--- src/rtl/uart_svc_pkg.sv ---
package uart_svc_pkg;
  localparam int unsigned DEPTH = 16;
  localparam int unsigned CNT_W = $clog2(DEPTH + 1);

  typedef enum logic [1:0] {
    TRIG_ONE  = 2'b00,
    TRIG_QTR  = 2'b01,
    TRIG_HALF = 2'b10,
    TRIG_HIGH = 2'b11
  } trig_code_e;

  typedef enum int unsigned {
    DIR_RX = 0,
    DIR_TX = 1
  } dir_e;
endpackage

--- src/rtl/svc_trig_decode.sv ---
module svc_trig_decode #(
  parameter int unsigned DEPTH = 16,
  parameter int unsigned CNT_W = $clog2(DEPTH + 1)
) (
  input  logic [1:0]       sel_i,
  output logic [CNT_W-1:0] level_o
);
  import uart_svc_pkg::*;

  localparam logic [CNT_W-1:0] LVL_ONE  = CNT_W'(1);
  localparam logic [CNT_W-1:0] LVL_QTR  = CNT_W'(DEPTH / 4);
  localparam logic [CNT_W-1:0] LVL_HALF = CNT_W'(DEPTH / 2);
  localparam logic [CNT_W-1:0] LVL_HIGH = CNT_W'(DEPTH - 2);

  always_comb begin
    unique case (trig_code_e'(sel_i))
      TRIG_ONE:  level_o = LVL_ONE;
      TRIG_QTR:  level_o = LVL_QTR;
      TRIG_HALF: level_o = LVL_HALF;
      default:   level_o = LVL_HIGH;
    endcase
  end
endmodule

--- src/rtl/svc_dir_req.sv ---
module svc_dir_req #(
  parameter bit          IS_RX = 1'b1,
  parameter int unsigned DEPTH = 16,
  parameter int unsigned CNT_W = $clog2(DEPTH + 1)
) (
  input  logic             fifo_en_i,
  input  logic             blk_mode_i,
  input  logic [CNT_W-1:0] count_i,
  input  logic [CNT_W-1:0] level_i,
  output logic             req_o
);
  localparam logic [CNT_W-1:0] FULL = CNT_W'(DEPTH);

  logic is_zero;
  assign is_zero = (count_i == '0);

  generate
    if (IS_RX) begin : g_rx
      always_comb begin
        if (fifo_en_i && blk_mode_i) req_o = (count_i >= level_i);
        else                         req_o = !is_zero;
      end
    end else begin : g_tx
      always_comb begin
        if (!fifo_en_i)      req_o = is_zero;
        else if (blk_mode_i) req_o = (count_i < level_i);
        else                 req_o = (count_i < FULL);
      end
    end
  endgenerate
endmodule

--- src/rtl/uart_fifo_svc_req.sv ---
module uart_fifo_svc_req #(
  parameter int unsigned DEPTH = 16,
  parameter int unsigned CNT_W = $clog2(DEPTH + 1)
) (
  input  logic             clk_i,
  input  logic             rst_ni,
  input  logic             fifo_en_i,
  input  logic             blk_mode_i,
  input  logic [1:0]       rx_trig_sel_i,
  input  logic [1:0]       tx_trig_sel_i,
  input  logic [CNT_W-1:0] rx_count_i,
  input  logic [CNT_W-1:0] tx_count_i,
  input  logic             tx_shift_busy_i,
  input  logic             rx_ie_i,
  input  logic             tx_ie_i,
  output logic             irq_o,
  output logic             rx_req_o,
  output logic             tx_req_o,
  output logic             thr_space_o,
  output logic             tx_empty_o
);
  import uart_svc_pkg::*;

  localparam int unsigned NDIR = 2;
  localparam logic [CNT_W-1:0] FULL = CNT_W'(DEPTH);

  logic [1:0]       sel   [NDIR];
  logic [CNT_W-1:0] cnt   [NDIR];
  logic [CNT_W-1:0] level [NDIR];
  logic [NDIR-1:0]  req;

  assign sel[DIR_RX] = rx_trig_sel_i;
  assign sel[DIR_TX] = tx_trig_sel_i;
  assign cnt[DIR_RX] = rx_count_i;
  assign cnt[DIR_TX] = tx_count_i;

  for (genvar d = 0; d < NDIR; d++) begin : g_dir
    svc_trig_decode #(.DEPTH(DEPTH), .CNT_W(CNT_W)) u_dec (
      .sel_i   (sel[d]),
      .level_o (level[d])
    );
    svc_dir_req #(.IS_RX(d == DIR_RX), .DEPTH(DEPTH), .CNT_W(CNT_W)) u_req (
      .fifo_en_i  (fifo_en_i),
      .blk_mode_i (blk_mode_i),
      .count_i    (cnt[d]),
      .level_i    (level[d]),
      .req_o      (req[d])
    );
  end

  logic space_d, empty_d, irq_d;
  assign space_d = fifo_en_i ? (tx_count_i < FULL) : (tx_count_i == '0);
  assign empty_d = (tx_count_i == '0) && !tx_shift_busy_i;
  assign irq_d   = (req[DIR_RX] && rx_ie_i) || (req[DIR_TX] && tx_ie_i);

  always_ff @(posedge clk_i or negedge rst_ni) begin
    if (!rst_ni) begin
      irq_o       <= 1'b0;
      rx_req_o    <= 1'b0;
      tx_req_o    <= 1'b0;
      thr_space_o <= 1'b0;
      tx_empty_o  <= 1'b0;
    end else begin
      irq_o       <= irq_d;
      rx_req_o    <= req[DIR_RX];
      tx_req_o    <= req[DIR_TX];
      thr_space_o <= space_d;
      tx_empty_o  <= empty_d;
    end
  end
endmodule

--- config.mk ---
export PLATFORM = sky130hd
export DESIGN_NAME = uart_fifo_svc_req
export DESIGN_NICKNAME = d
export VERILOG_FILES = /design/src/rtl/uart_svc_pkg.sv /design/src/rtl/svc_trig_decode.sv /design/src/rtl/svc_dir_req.sv /design/src/rtl/uart_fifo_svc_req.sv
export SDC_FILE = /design/constraint.sdc
export NUM_CORES = 1
export LEC_CHECK = 0
export BUFFER_PORTS_ARGS = -buffer_cell sky130_fd_sc_hd__buf_2
export CAP_MARGIN = 20
export CORE_AREA = 3 3 40 42
export DETAILED_ROUTE_END_ITERATION = 10
export DIE_AREA = 0 0 43 45
export GPL_TIMING_DRIVEN = 0
export HOLD_SLACK_MARGIN = 0.08
export PLACE_DENSITY = 0.7
export REMOVE_ABC_BUFFERS = 1
export SLEW_MARGIN = 10
export SYNTH_ARGS = -nofsm -noshare
export SYNTH_HDL_FRONTEND = slang
export SYNTH_HIERARCHICAL = 1
export SYNTH_SLANG_ARGS = --single-unit
export TNS_END_PERCENT = 1
--- constraint.sdc ---
create_clock -name clk_i -period 0.9 [get_ports clk_i]
set_input_delay 0.18 -clock clk_i [delete_from_list [all_inputs] [get_ports clk_i]]
set_output_delay 0.18 -clock clk_i [all_outputs]
set_load 0.01 [all_outputs]
==> results.py, run 1 <==
metrics = {
    "timing": {
        "rsz0062_at_grt": "true",
        "fmax_mhz": 897,
        "fin_setup_tns_ps": -256,
        "setup_viol": 3,
        "hold_violations": 0,
        "fin_ws_ps": -215,
        "period_share": 1.24,
        "finalMaxSlewViolations": 0,
        "fin_crit_ps": 1110,
    },
    "logic_synthesis": {
        "synth-seq-cells": 5,
        "yosysMostFrequentCell": "inv_1",
        "synth_top_cell_by_area": "dfrtp_1",
        "yosys-top-cells-count": "10 x inv_1, 9 x ha_1, 7 x a21oi_1",
        "yosys_warnings": 6,
        "yosysSeqAreaShare": 0.257,
        "avgSynthCellArea_um2": 7.98,
        "synth_area_um2": 487,
        "synth.area.top_cells": "dfrtp_1 26%, ha_1 23%, inv_1 7.7%",
        "ys_types": 23,
        "synth-edff-count": 0,
        "async_reset_ff_frac": 1.00,
        "synth_top_area_share": 0.257,
        "synthFlopType": "dfrtp_1",
        "syn_inst": 61,
    },
    "finish": {
        "finalInstanceArea_um2": 768,
        "syn_to_final_growth_pct": 57.8,
        "drive_gt1_frac": 0.576,
        "final_util": 0.598,
        "fillCellCount": 116,
        "nets": 116,
        "fin_cells": 100,
        "diodes": 0,
    },
    "route": {
        "finalWirelength_um": 1150,
        "drt_pass1_iterations": 4,
        "ant_nets": 0,
        "drcViolationCount": 0,
        "via_per_inst": 4.85,
        "drtIter0Drc": 3,
        "vias": 485,
        "post_drt_wl_per_cell_um": 11.5,
    },
    "grt": {
        "grt_max_degree": 7,
        "first_global_vias": 463,
        "grt_pass1_wl_um": 1740,
        "grt.total_usage": 0.117,
        "antenna_found_initial": 0,
        "grt_remaining_overflow": 0,
    },
    "pwr": {
        "p_leak_nw": 0.364,
        "peakVddDrop_uv": 304,
        "power_density_nw_per_um2": 1030,
    },
    "status": {
        "status": "finished, violations left",
        "failed_checks": "setup timing",
    },
    "die": {
        "io_pins": 26,
        "floorplan.initialDensity": 0.379,
        "num_rows": 13,
        "dieArea_um2": 1940,
        "coreArea_um2": 1280,
        "die_w_um": 43,
        "dieHeight_um": 45,
    },
    "critical_path": {
        "path_buf_inv": 2,
        "critPathTopFamily": "compound AO/OA/AOI/OAI gates",
        "worstPathArrival_ps": 1240,
        "cpMaxStageDelayCell": "a22o_1",
        "crit_type": "in2reg",
        "cp_max_fo": 3,
        "cp-end-kind": "flip-flop",
        "cp_data_required_time_ps": 1020,
        "cp_cell_sequence": "buf_8 -> and2_4 -> inv_2 -> ha_4 -> nand2_2 -> o21ai_2 -> a31oi_1 -> a21oi_1 -> a22o_1",
        "max_stage_delay_ps": 220,
        "startpoint_type": "input pin",
    },
    "clocking": {
        "clk_path_buf_depth": 2,
        "numCtsBuffers": 3,
        "clock_sinks": 5,
        "root_buffer": "clkbuf_4",
        "cts_tree": "built",
        "clkTransAtPathRegs_ps": 40,
        "htreeDepth": 1,
    },
    "placed_design": {
        "gp_congestion": 0.705,
        "port_buffers": 25,
        "place_hpwl_um": 875,
        "post_dp_cell_area_um2": 601,
        "dp_cells": 95,
        "pre_cts_slack_ps": -536,
    },
    "job": {
        "cap_violations": 0,
    },
    "worst_hold_path": {
        "hold_class": "in2reg",
    },
}
[cell families after synthesis]
group,share of synthesized area
AO/OA/AOI/OAI,0.167
adder cells (fa/ha/maj),0.231
buffers and inverters,0.139
flip-flops,0.257
other,0.0154
AND/OR/NAND/NOR,0.190
[per-stage QoR]
step                hold slack (ps)  power, mW
CTS                            92.4      0.737
detailed placement            -3.19      0.449
global placement              -5.07      0.443
floorplan                      -116      0.355
finish                         99.5      0.788
global route                   94.5      0.850
[placed cells by master (no fill, tap or decap), types with 3 or more instances in the layout]
cell type	synthesis	final
buf_2	0	21
dfrtp_1	5	5
ha_4	0	5
inv_2	0	3
ha_1	9	4
inv_1	10	6
clkbuf_4	0	3
a21oi_1	7	5
a21oi_2	1	3
[power by group]
group          internal, mW  switching (mW)
clock                 0.167          0.0884
combinational         0.152           0.137
sequential            0.241         0.00277
total                 0.560           0.228
[metal layers]
| metal | GRT usage | routed length, µm | vias up |
|---|---|---|---|
| met1 | 0.117 | 401 | 225 |
| met3 | 0.0120 | 68 | 0 |
| li1 | - | - | 248 |
| met5 | 0 | 0 | - |
| met2 | 0.231 | 683 | 12 |
| met4 | 0.0723 | 0 | 0 |
[what timing repair did]
item,4_1_cts,5_1_grt
setup buffers,0,0
pin swaps,5,11
resized for setup,5,22
endpoints found under the setup margin,8,8
hold buffers,1,0
endpoints found under the hold margin,5,0
[final timing paths]
check,startpoint,cells past startpoint,slack [ps],to
max,rx_trig_sel_i[1],9,-210,irq_o
min,tx_shift_busy_i,2,100,tx_empty_o
max in group asynchronous,rst_ni,2,490,irq_o
min in group asynchronous,rst_ni,2,280,thr_space_o
[final cells by class]
type	count	area, µm²	area share
Clock buffer	4	26.3	0.0342
Inverter	10	40.0	0.0521
Multi-Input combinational cell	40	390	0.508
Sequential cell	5	125	0.163
Tap cell	15	18.8	0.0244
Timing Repair Buffer	26	168	0.218
[flip-flops by register name (all words and copies together) (netlist names)]
name / flops
irq_o: 1
rx_req_o: 1
thr_space_o: 1
tx_empty_o: 1
tx_req_o: 1
Note: power is estimated with default switching activity, not from simulation.
==> run 2, diff against run 1 <==
--- a/config.mk
+++ b/config.mk
@@ -10,7 +10,7 @@
 export CORE_AREA = 3 3 40 42
 export DETAILED_ROUTE_END_ITERATION = 10
 export DIE_AREA = 0 0 43 45
-export GPL_TIMING_DRIVEN = 0
+export GPL_TIMING_DRIVEN = 1
 export HOLD_SLACK_MARGIN = 0.08
 export PLACE_DENSITY = 0.7
 export REMOVE_ABC_BUFFERS = 1
==> run 2 against run 1 <==
The run still ends with setup timing left. Count of clock-buffer cells in the layout stayed put. Final cell count is 9.0% higher. Sequential power hardly changed. Die area stayed put. Power is 2.6% lower. Via count is 4.9% higher. Global-route usage is 1.4 points higher. First-iteration DRC count is 67% lower. Highest routed layer is now met4.
==> results.py, run 2 (synthesis gave the netlist of run 1 again) <==
metrics = {
    "status": {
        "status": "finished, violations left",
        "failed_checks": "setup timing",
    },
    "route": {
        "via_per_inst": 4.67,
        "ant_nets": 0,
        "drcViolationCount": 0,
        "vias": 509,
        "drtIter0Drc": 1,
        "drt_pass1_iterations": 4,
        "finalWirelength_um": 1080,
        "post_drt_wl_per_cell_um": 9.91,
    },
    "die": {
        "io_pins": 26,
        "dieHeight_um": 45,
        "coreArea_um2": 1280,
        "num_rows": 13,
        "die_w_um": 43,
        "dieArea_um2": 1940,
        "floorplan.initialDensity": 0.379,
    },
    "clocking": {
        "clock_sinks": 5,
        "numCtsBuffers": 3,
        "htreeDepth": 1,
        "post_cts.repair.setup_buffers": 0,
        "clk_path_buf_depth": 2,
        "cts_tree": "built",
        "root_buffer": "clkbuf_4",
        "clkTransAtPathRegs_ps": 40,
    },
    "grt": {
        "grt_max_degree": 7,
        "grt_pass1_wl_um": 1850,
        "grt_remaining_overflow": 0,
        "grt.total_usage": 0.130,
        "antenna_found_initial": 0,
        "first_global_vias": 490,
    },
    "job": {
        "cap_violations": 0,
    },
    "finish": {
        "mostFrequentLayoutCell": "buf_2",
        "drive_gt1_frac": 0.521,
        "fin_cells": 109,
        "nets": 125,
        "syn_to_final_growth_pct": 56.6,
        "fillCellCount": 114,
        "layout_common_cells": "23 x buf_2, 9 x inv_1, 9 x buf_4",
        "diodes": 0,
    },
    "critical_path": {
        "cp_data_required_time_ps": 1020,
        "crit_type": "in2reg",
        "cp_max_fo": 3,
        "startpoint_type": "input pin",
        "cp-end-kind": "flip-flop",
        "worstPathArrival_ps": 1210,
    },
    "placed_design": {
        "pre_cts_slack_ps": -527,
        "dp_cells": 104,
        "port_buffers": 25,
        "place_hpwl_um": 931,
        "gp_congestion": 0.773,
    },
    "pwr": {
        "power_density_nw_per_um2": 1010,
        "peakVddDrop_uv": 329,
        "p_leak_nw": 0.398,
        "p_total_uw": 768,
    },
    "timing": {
        "rsz0062_at_grt": "true",
        "hold_violations": 0,
        "fmax_mhz": 924,
        "fin_crit_ps": 1080,
        "fin_ws_ps": -182,
        "finalMaxSlewViolations": 0,
        "period_share": 1.20,
        "setup_viol": 7,
    },
    "worst_hold_path": {
        "hold_class": "in2reg",
    },
}
-- run 2: cell count changes in the layout (fill, tap and decap cells not counted), moves of 2 or more --
cell | before | now
buf_2 | 21 | 23
buf_4 | 0 | 9
buf_8 | 2 | 0
ha_1 | 4 | 7
ha_4 | 5 | 2
inv_1 | 6 | 9
inv_2 | 3 | 0
-- run 2: repair_timing --
item / 4_1_cts / 5_1_grt
gates resized for setup: 9 / 2
pin swaps: 6 / 0
endpoints found under the hold margin: 5 / 0
endpoints found under the setup margin: 9 / 10
hold buffers: 1 / 0
-- run 2: area by class of cell --
| type | instances | area (µm²) | share of cell area |
|---|---|---|---|
| Multi-Input combinational cell | 40 | 337 | 0.442 |
| Sequential cell | 5 | 125 | 0.164 |
| Clock buffer | 4 | 26.3 | 0.0345 |
| Inverter | 10 | 40.0 | 0.0525 |
| Tap cell | 15 | 18.8 | 0.0246 |
| Timing Repair Buffer | 35 | 215 | 0.282 |
-- run 2: critical path, stage by stage --
cell	delay, ps
buf_6	100
and2_4	150
inv_4	50
ha_4	190
nand2_1	60
o21ai_1	60
a31oi_1	130
a21oi_1	70
a22o_1	220
-- run 2: routing by layer --
metal | track usage | vias up | wire [µm]
met4 | 0.108 | 0 | 39
li1 | - | 263 | -
met1 | 0.127 | 226 | 396
met3 | 0.0279 | 5 | 82
met2 | 0.237 | 15 | 561
met5 | 0 | - | 0
-- run 2: path summary, 6_finish.rpt --
| kind | from | end | slack [ps] | cells after the start |
|---|---|---|---|---|
| setup / recovery | rx_trig_sel_i[1] | irq_o | -180 | 9 |
| hold / removal | tx_shift_busy_i | tx_empty_o | 100 | 2 |
| max in group asynchronous | rst_ni | irq_o | 500 | 2 |
| min in group asynchronous | rst_ni | thr_space_o | 270 | 2 |
-- run 2: per-stage QoR --
stage / utilization / area [µm²] / TNS [ps] / hold slack, ps
2_1_floorplan: - / 457 / -559 / -116
3_5_place_dp: 0.520 / 668 / -1690 / -2.57
6_report: 0.593 / 762 / -232 / 102
3_3_place_gp: 0.520 / 668 / -1520 / -6.01
5_1_grt: 0.593 / 762 / -703 / 94.3
4_1_cts: 0.588 / 756 / -286 / 100
-- run 2: report_power, final --
part,internal (mW),switching (mW),leakage [nW]
combinational,0.144,0.123,0.322
clock,0.168,0.0900,0.0150
sequential,0.241,0.00277,0.0607
